==> config.mk <==
export PLATFORM = sky130hd
export DESIGN_NAME = rst_cause_reg
export DESIGN_NICKNAME = d
export VERILOG_FILES = /design/src/rtl/rcc_pkg.sv /design/src/rtl/rcc_ctrl.sv /design/src/rtl/rcc_datapath.sv /design/src/rtl/rst_cause_reg.sv
export SDC_FILE = /design/constraint.sdc
export NUM_CORES = 1
export LEC_CHECK = 0
export BUFFER_PORTS_ARGS = -buffer_cell sky130_fd_sc_hd__buf_4
export CORE_UTILIZATION = 29
export DETAILED_ROUTE_END_ITERATION = 8
export PLACE_DENSITY = 0.77
export SYNTH_ARGS = -nofsm -noshare
export SYNTH_HDL_FRONTEND = slang
export SYNTH_SLANG_ARGS = --single-unit
==> constraint.sdc <==
create_clock -name clk -period 2.51 [get_ports clk]
set_input_delay 0.502 -clock clk [delete_from_list [all_inputs] [get_ports clk]]
set_output_delay 0.502 -clock clk [all_outputs]
set_load 0.01 [all_outputs]
==> src/rtl/rcc_pkg.sv <==
package rcc_pkg;
  localparam int unsigned DATA_W = 32;

  localparam logic [DATA_W-1:0] KEEP_MASK  = 32'hF800_0000;
  localparam logic [DATA_W-1:0] W1C_MASK   = 32'h9800_0000;
  localparam logic [DATA_W-1:0] PLAIN_MASK = 32'h6000_0000;

  localparam int unsigned POR_POS     = 31;
  localparam int unsigned SOFT_POR_POS = 30;
  localparam int unsigned SOFT_XIR_POS = 29;
  localparam int unsigned BTN_POR_POS  = 28;
  localparam int unsigned BTN_XIR_POS  = 27;

  localparam logic [DATA_W-1:0] POR_ONLY = 32'h8000_0000;

  typedef struct packed {
    logic wrLive;   // accepted write to the live word
    logic loadPor;  // reload power-on-only value
    logic rdLive;   // address selects the live word
  } rcc_ctl_t;
endpackage

==> src/rtl/rcc_ctrl.sv <==
module rcc_ctrl
  import rcc_pkg::*;
#(
  parameter int unsigned ADDR_W = 16,
  parameter logic [ADDR_W-1:0] LIVE_BASE = 16'hF020,
  parameter int unsigned CNT_W = 4
) (
  input  logic              clk,
  input  logic              porN,
  input  logic              rstEvt,
  input  logic              wrEn,
  input  logic [ADDR_W-1:0] addr,
  input  logic [DATA_W-1:0] wdata,
  output rcc_ctl_t          ctl,
  output logic              resetReq
);
  localparam logic [CNT_W-1:0] CNT_MAX = '1;
  localparam logic [CNT_W-1:0] CNT_ONE = CNT_W'(1);

  logic [CNT_W-1:0] cntQ;
  logic             blockHit;
  logic             liveHit;
  logic             softPor;
  logic             softXir;

  assign blockHit = (addr[ADDR_W-1:3] == LIVE_BASE[ADDR_W-1:3]);
  assign liveHit  = blockHit & addr[2];

  always_comb begin
    ctl.rdLive  = liveHit;
    ctl.wrLive  = wrEn & liveHit & ~rstEvt;
    ctl.loadPor = rstEvt & (cntQ == '0);
  end

  assign softPor = ctl.wrLive & wdata[SOFT_POR_POS];
  assign softXir = ctl.wrLive & wdata[SOFT_XIR_POS] & ~wdata[SOFT_POR_POS];

  always_ff @(posedge clk or negedge porN) begin
    if (!porN) begin
      cntQ <= CNT_ONE;
    end else if (rstEvt) begin
      if (cntQ != CNT_MAX) cntQ <= cntQ + CNT_ONE;
    end else if (softPor) begin
      cntQ <= '0;
    end
  end

  always_ff @(posedge clk or negedge porN) begin
    if (!porN) resetReq <= 1'b0;
    else       resetReq <= softPor | softXir;
  end
endmodule

==> src/rtl/rcc_datapath.sv <==
module rcc_datapath
  import rcc_pkg::*;
(
  input  logic              clk,
  input  logic              porN,
  input  rcc_ctl_t          ctl,
  input  logic [DATA_W-1:0] wdata,
  input  logic              btnPor,
  input  logic              btnXir,
  output logic [DATA_W-1:0] causeQ,
  output logic [DATA_W-1:0] rdData
);
  logic [DATA_W-1:0] maskedData;
  logic [DATA_W-1:0] causeNxt;

  assign maskedData = wdata & KEEP_MASK;

  always_comb begin
    causeNxt = causeQ;
    if (ctl.wrLive) begin
      causeNxt = (causeQ & ~(maskedData & W1C_MASK) & ~PLAIN_MASK)
               | (maskedData & PLAIN_MASK);
    end
    if (btnPor) causeNxt[BTN_POR_POS] = 1'b1;
    if (btnXir) causeNxt[BTN_XIR_POS] = 1'b1;
    if (ctl.loadPor) causeNxt = POR_ONLY;
  end

  always_ff @(posedge clk or negedge porN) begin
    if (!porN) causeQ <= POR_ONLY;
    else       causeQ <= causeNxt & KEEP_MASK;
  end

  assign rdData = ctl.rdLive ? causeQ : '0;
endmodule

==> src/rtl/rst_cause_reg.sv <==
module rst_cause_reg
  import rcc_pkg::*;
#(
  parameter int unsigned ADDR_W = 16,
  parameter logic [ADDR_W-1:0] LIVE_BASE = 16'hF020,
  parameter int unsigned CNT_W = 4
) (
  input  logic              clk,
  input  logic              porN,
  input  logic              rstEvt,
  input  logic              btnPor,
  input  logic              btnXir,
  input  logic              wrEn,
  input  logic [ADDR_W-1:0] addr,
  input  logic [31:0]       wdata,
  output logic [31:0]       rdData,
  output logic              resetReq
);
  rcc_ctl_t          ctl;
  logic [DATA_W-1:0] causeQ;

  rcc_ctrl #(
    .ADDR_W   (ADDR_W),
    .LIVE_BASE(LIVE_BASE),
    .CNT_W    (CNT_W)
  ) u_ctrl (
    .clk     (clk),
    .porN    (porN),
    .rstEvt  (rstEvt),
    .wrEn    (wrEn),
    .addr    (addr),
    .wdata   (wdata),
    .ctl     (ctl),
    .resetReq(resetReq)
  );

  rcc_datapath u_dp (
    .clk   (clk),
    .porN  (porN),
    .ctl   (ctl),
    .wdata (wdata),
    .btnPor(btnPor),
    .btnXir(btnXir),
    .causeQ(causeQ),
    .rdData(rdData)
  );
endmodule

After elaboration in Yosys (flattened, before gate mapping)
Cells that the tools add are included.
- output and inout bits: 33
- input bits: 54
- memories kept: 0
- bits in latches: 0
- RAM bits: 0
- logic and storage cells: 36
- bits in read-only memories: 0
- register bits: 10
- muxes and demuxes: 8
- reduce and logical (&&, ||, !) cells: 6
- equal/unequal tests: 3
- $add $sub $neg: 1
- shift operators: 0
- $mul: 0
- bitwise gates (word level): 13
- $lt $le $gt $ge: 0
- divide/modulo/power cells: 0
- operators with widths (operator ; count):
    two-way mux 32 bit ; 3
    AND 32 bit ; 1
    NOT 32 bit ; 1
    bitwise OR 32 x 31 -> 32 bit ; 1
    equality test 13 bit (second input constant) ; 1
    two-way mux 4 bit ; 3
    AND 1 bit ; 7
    nonzero test 3 bit ; 2
    adder 4 x 1 -> 4 bit (second input constant) ; 1
    logical NOT 4 bit ; 1
    inequality test 4 bit (second input constant) ; 1
    nonzero test 2 bit ; 2
    two-way mux 1 bit ; 2
    inequality test 2 x 1 -> 1 bit (second input constant) ; 1
    NOT 1 bit ; 2
    AND reduction 2 bit ; 1
    bitwise OR 1 bit ; 1

Depth between registers and ports, before layout
Gate-level depths: netlist of the first run.
- depth in word-level cells: 7
- mapped depth: 5
- depth with buffers taken out: 5

Modules after synthesis
Synthesis of the first run repeated with hierarchy kept, for this count alone.
- cell total of the unflattened synthesis: 117
- area total of the unflattened synthesis: 1038.5 um^2
- modules (own cells, without submodules) (module ; area an instance (um^2) ; instances ; sequential area each (um^2) ; cells each):
    rcc_datapath ; 638.1 ; 1 ; 126.4 ; 77
    rcc_ctrl ; 400.4 ; 1 ; 126.4 ; 40

Worst setup path before layout of the first run
No wires, ideal clock.
- path type: in2out
- start: input addr[4]
- end: output rdData[27]
- arrival: 1614 ps
- stages: 3
- slack: 394 ps
- buffers on the path: 0
- required time: 2008 ps
- cell sequence: or4b_1 > nor4b_2 > and2_1
- cells in the longest elaborated chain, start to end: 3
- RTL lines (item ; line ; text):
    start, declared ; rst_cause_reg.sv:14 ; input logic [ADDR_W-1:0] addr,
    equality test 13 bit ; rcc_ctrl.sv:26 ; assign blockHit = (addr[ADDR_W-1:3] == LIVE_BASE[ADDR_W-1:3]);
    AND 1 bit ; rcc_ctrl.sv:27 ; assign liveHit = blockHit & addr[2];
    two-way mux 32 bit ; rcc_datapath.sv:34 ; assign rdData = ctl.rdLive ? causeQ : '0;
    end, declared ; rst_cause_reg.sv:16 ; output logic [31:0] rdData,
Every way passes these cells.

Worst setup path after layout of the first run
- start: input addr[4]
- end: output rdData[28]
Same word-level chain as after synthesis.

==> results.cfg, run 1 <==
[critical_path]
end_kind = output pin
rr_worst_depth = 5
reg2reg_to = u_dp.causeQ[28]
crit_fanout = 5
rrSetupSlack_ns = 1.07
r2r-start = u_ctrl.cntQ[0]
required_ns = 2.01
cp.arrival_ns = 1.88
start_kind = input pin
worstSetupPathType = in2out

[finish]
final_common_cell = buf_4
nFillCells = 287
antenna_cells = 0
stdcell_area_um2 = 1060
instances_no_fill = 158
final_nets = 184
drive_gt1_share_pct = 34.6
final_cell_mix = 31 x buf_4, 27 x conb_1, 8 x dfrtp_1
syn2layout_area_growth_pct = 23.3

[placed_design]
place_area_um2 = 1020
post-place-ws_ns = 0.0609
dp_hpwl_um = 1400
portBuffers = 30
gp_congestion = 0.779
place_inst = 154

[timing]
postLayoutSetupSlackWorst_ns = 0.123
setup_viol = 0
fin_tns_setup_ns = 0
fmax_ghz = 0.419
hold_violations = 0
timing.final.crit_share_pct = 95.1
hold_ws_ns = 0.0528
fin_crit_ns = 2.39
rsz0062_at_grt = no
slew_violations = 0
clock_skew_ns = 0.00346

[synthesis]
synth_area_um2 = 861
synth_area_per_cell_um2 = 9.16
ys_types = 34
ys_seq_area_share_pct = 29.4
ys_ff_latch = 10
yosys_warnings = 0
netlist_instances = 94
synth_area_leaders = buf_4 24%, dfrtp_1 23%, dfstp_2 6.1%
synth_top_cell_by_area = buf_4
synth_top_cell_area_share_pct = 23.5

[clock_tree]
htreeDepth = 1
cts_made_buffers = 3
cts-root-buf = clkbuf_4
clkTransAtPathRegs_ns = 0.07
cts_buffer_depth = 2
cts_tree = done
insertion_delay_ns = 0.26
cts_num_sinks = 10

[global_routing]
gr-total-overflow = 0
grt_use_total_pct = 10.7
grt_pass1_wl_um = 2700
antenna_found_initial = 0
grt_max_degree = 11
first_global_vias = 639

[detailed_routing]
drt-total-wl_um = 1720
via_per_inst = 4.64
drcViolationCount = 0
drt-initial-drc-count = 16
dr_total_vias = 733
drtPass1Iterations = 4
wl_per_cell_um = 10.9
ant_nets = 0

[floorplanning]
die_h_um = 56.5
die_x_um = 56.5
dieArea_um2 = 3190
coreArea_um2 = 2780
io_pins = 87
start_util_pct = 30.9
row_count = 19

[flow_run]
cap_violations = 0

[power]
irDropWorstVdd_v = 0.000293
p_leak_uw = 0.000549
power_density_nw_per_um2 = 617

[worst_hold_path]
hp-class = in2async

[run_status]
status = finished clean
==> cells in the mapped netlist (all sizes together) <==
library cell and instances:
buf 28, and3 2, a311oi 1, nor4 1, a21oi 3, mux2 1, a211oi 1, o21ai 4
o221ai 1, nor2 2, conb 1, or4b 3, nor3 2, a31oi 3, inv 6, and2b 1
and2 5, o21a 1, nor2b 1, nand4bb 1, ha 2, nand2 4, nor4b 1, nand4 1
nand3 2, dfrtp 8, mux2i 2, or2b 1, dfstp 2, xnor2 1, o211ai 2
==> metal layers <==
layer	up-vias	GRT usage (%)	part of all wire (%)	wire length [µm]
met5	-	0	0	0
met4	0	3.14	0	0
li1	338	-	-	-
met2	48	19.2	51	880
met3	0	2.76	11	192
met1	347	12.4	37	643
==> cells by family (layout without fill, tap and decap cells) <==
logic type               Yosys count  in the layout  share of synthesized area, %
buffers and inverters             34             41                          27.5
AND/OR/NAND/NOR                   27             27                          23.4
AO/OA/AOI/OAI                     16             16                          11.8
flip-flops                        10             10                          29.4
multiplexers                       3              3                          3.63
adder cells (fa/ha/maj)            2              2                          2.91
other                              1             27                         0.436
XOR/XNOR                           1              1                          1.02
==> critical path, cell delays in order <==
cell and delay (ns):
buf_4 0.10, or4b_1 0.63, nor4b_4 0.35, and2_1 0.19, buf_4 0.12
==> state kept, by name, indices dropped and copies added, names as in the netlist <==
register	flops
u_ctrl.cntQ	4
u_ctrl.resetReq	1
u_dp.causeQ	5
==> repair_timing <==
item	in CTS	in global routing
resized for setup	0	1
hold buffers	0	0
setup buffers	0	0
endpoints found under the setup margin	0	4
==> how the worst max path moves through the flow <==
stage | startpoint | endpoint | slack [ns] | cells past startpoint
after floorplan | addr[4] | rdData[27] | 0.39 | 3
after global placement | addr[4] | rdData[30] | 0.08 | 5
after detailed placement | addr[4] | rdData[28] | 0.06 | 5
after CTS | addr[4] | rdData[28] | 0.05 | 5
after global routing | addr[4] | rdData[28] | 0.06 | 5
final | addr[4] | rdData[28] | 0.12 | 5
==> final cells by class <==
class | count | area, µm² | area share (%)
Inverter | 6 | 22.5 | 2.12
Clock buffer | 4 | 36.3 | 3.42
Multi-Input combinational cell | 76 | 478 | 45.0
Tap cell | 31 | 38.8 | 3.66
Timing Repair Buffer | 31 | 233 | 21.9
Sequential cell | 10 | 253 | 23.8
==> through the flow <==
stage | util [%] | total power (µW)
after floorplan | - | 468
after global placement | 36.5 | 488
after detailed placement | 36.5 | 512
after CTS | 37.8 | 659
after global routing | 38.1 | 701
final | 38.1 | 654
==> report_power, final <==
| group | leakage [µW] | switching, µW | internal (µW) |
|---|---|---|---|
| Sequential | 0.000114 | 51.3 | 218 |
| Combinational | 0.000414 | 120 | 121 |
| Clock | 0.0000210 | 55.9 | 88.1 |
| Total | 0.000549 | 228 | 427 |
(Power assumes the default switching activity.)
==> run 2, diff against run 1 <==
CORE_UTILIZATION = 38   (was 29)
PLACE_DENSITY = 0.94   (was 0.77)
==> results.cfg, run 2 (synthesis gave the netlist of run 1 again) <==
[global_routing]
first_global_vias = 645
top_usage_layer = met2
grt_pass1_wl_um = 2750
gr-total-overflow = 0
grt_use_total_pct = 14.7
antenna_found_initial = 0
met3_usage_pct = 4.63
grt_max_degree = 11
grt_use_met2_pct = 25.0
use_met1_pct = 15.7

[timing]
clock_skew_ns = 0.00276
fin_tns_setup_ns = 0
setup_viol = 0
fmax_ghz = 0.423
hold_violations = 0
slew_violations = 0
rsz0062_at_grt = no
timing.final.crit_share_pct = 94.2
fin_crit_ns = 2.36

[detailed_routing]
drt-total-wl_um = 1700
drtPass1Iterations = 4
via_per_inst = 4.67
wl_per_cell_um = 11.1
drt-initial-drc-count = 10
ant_nets = 0
drcViolationCount = 0
dr_total_vias = 714

[power]
p_leak_uw = 0.000542
power_density_nw_per_um2 = 595
irDropWorstVdd_v = 0.000273

[critical_path]
crit_fanout = 5
cp.arrival_ns = 1.86
end_kind = output pin
worstSetupPathType = in2out
required_ns = 2.01
start_kind = input pin

[finish]
finalCoreUtilization_pct = 51.0
largest-register = u_dp.causeQ
drive_gt1_share_pct = 34.1
regArea_um2 = 253
syn2layout_area_growth_pct = 21.1
top_regs = u_dp.causeQ: 5 flops, u_ctrl.cntQ: 4 flops, u_ctrl.resetReq: 1 flops
final_cell_mix = 31 x buf_4, 27 x conb_1, 8 x dfrtp_1
largest_reg_flops = 5
antenna_cells = 0
nFillCells = 204
final_common_cell = buf_4
multiInputGateArea_um2 = 478
final_nets = 184

[floorplanning]
row_count = 16
die_h_um = 49.6
start_util_pct = 42.2
die_x_um = 49.6
dieArea_um2 = 2460
io_pins = 87
coreArea_um2 = 2040

[clock_tree]
cts_num_sinks = 10
postCtsHoldBufs = 0
cts_made_buffers = 3
clkTransAtPathRegs_ns = 0.06
cts_tree = done
insertion_delay_ns = 0.27
htreeDepth = 1
cts_buffer_depth = 2
cts-root-buf = clkbuf_4

[placed_design]
portBuffers = 30
dp_hpwl_um = 1360
gp_congestion = 0.715

[run_status]
status = finished clean

[worst_hold_path]
hp-class = in2async

[flow_run]
cap_violations = 0
==> run 2: changes by cell type in the layout (fill, tap and decap cells not counted), sizes merged <==
cell and delta:
clkbuf -1
==> run 2: what timing repair did <==
action | in CTS | in global routing
gates resized for setup | 0 | 1
setup buffers | 0 | 0
setup endpoints to repair | 0 | 5
==> run 2: final timing paths <==
kind                                       from         endpoint  slack, ns  cells past startpoint
worst min register to register  u_dp.causeQ[31]  u_dp.causeQ[31]       0.51                      2
max in group asynchronous                  porN   u_ctrl.cntQ[0]       2.24                      1
min in group clk                      wdata[31]  u_dp.causeQ[31]       0.37                      2
worst max-delay path                    addr[4]       rdData[28]       0.15                      5
worst min-delay path                       porN  u_dp.causeQ[29]       0.05                      1
worst max register to register   u_ctrl.cntQ[0]  u_dp.causeQ[27]       1.07                      5
==> run 2: final cells by class <==
cell class              count  share of cell area [%]
well taps                  27                    3.24
flip-flops and latches     10                    24.2
multi-input cells          76                    45.9
inverters                   6                    2.16
clock buffers               3                    2.16
repair buffers             31                    22.3
==> run 2: worst max-delay path, cell delays in order <==
cell and delay (ns):
buf_4 0.10, or4b_1 0.63, nor4b_4 0.34, and2_1 0.18
buf_4 0.11
==> run 2: metrics by stage <==
step | cells | power, µW | hold slack (ns) | setup slack, ns | area (µm²)
floorplan | 120 | 468 | 0.206 | 0.394 | 958
global placement | 150 | 487 | 0.337 | 0.100 | 1010
detailed placement | 150 | 511 | 0.340 | 0.0662 | 1010
CTS | 153 | 623 | 0.0511 | 0.0691 | 1030
global route | 153 | 669 | 0.0549 | 0.0783 | 1040
finish | 153 | 620 | 0.0486 | 0.146 | 1040
==> run 2: where the power goes <==
part / leakage [µW] / internal (µW) / switching, µW
logic: 0.000414 / 120 / 118
clock network: 0.0000138 / 55.5 / 55.9
registers: 0.000114 / 218 / 52.2
total: 0.000542 / 394 / 226
==> run 2: per-layer routing <==
layer | wire length (µm) | up-vias
met3 | 178 | 4
met2 | 844 | 47
li1 | - | 338
met5 | 0 | -
met4 | 34 | 0
met1 | 645 | 325
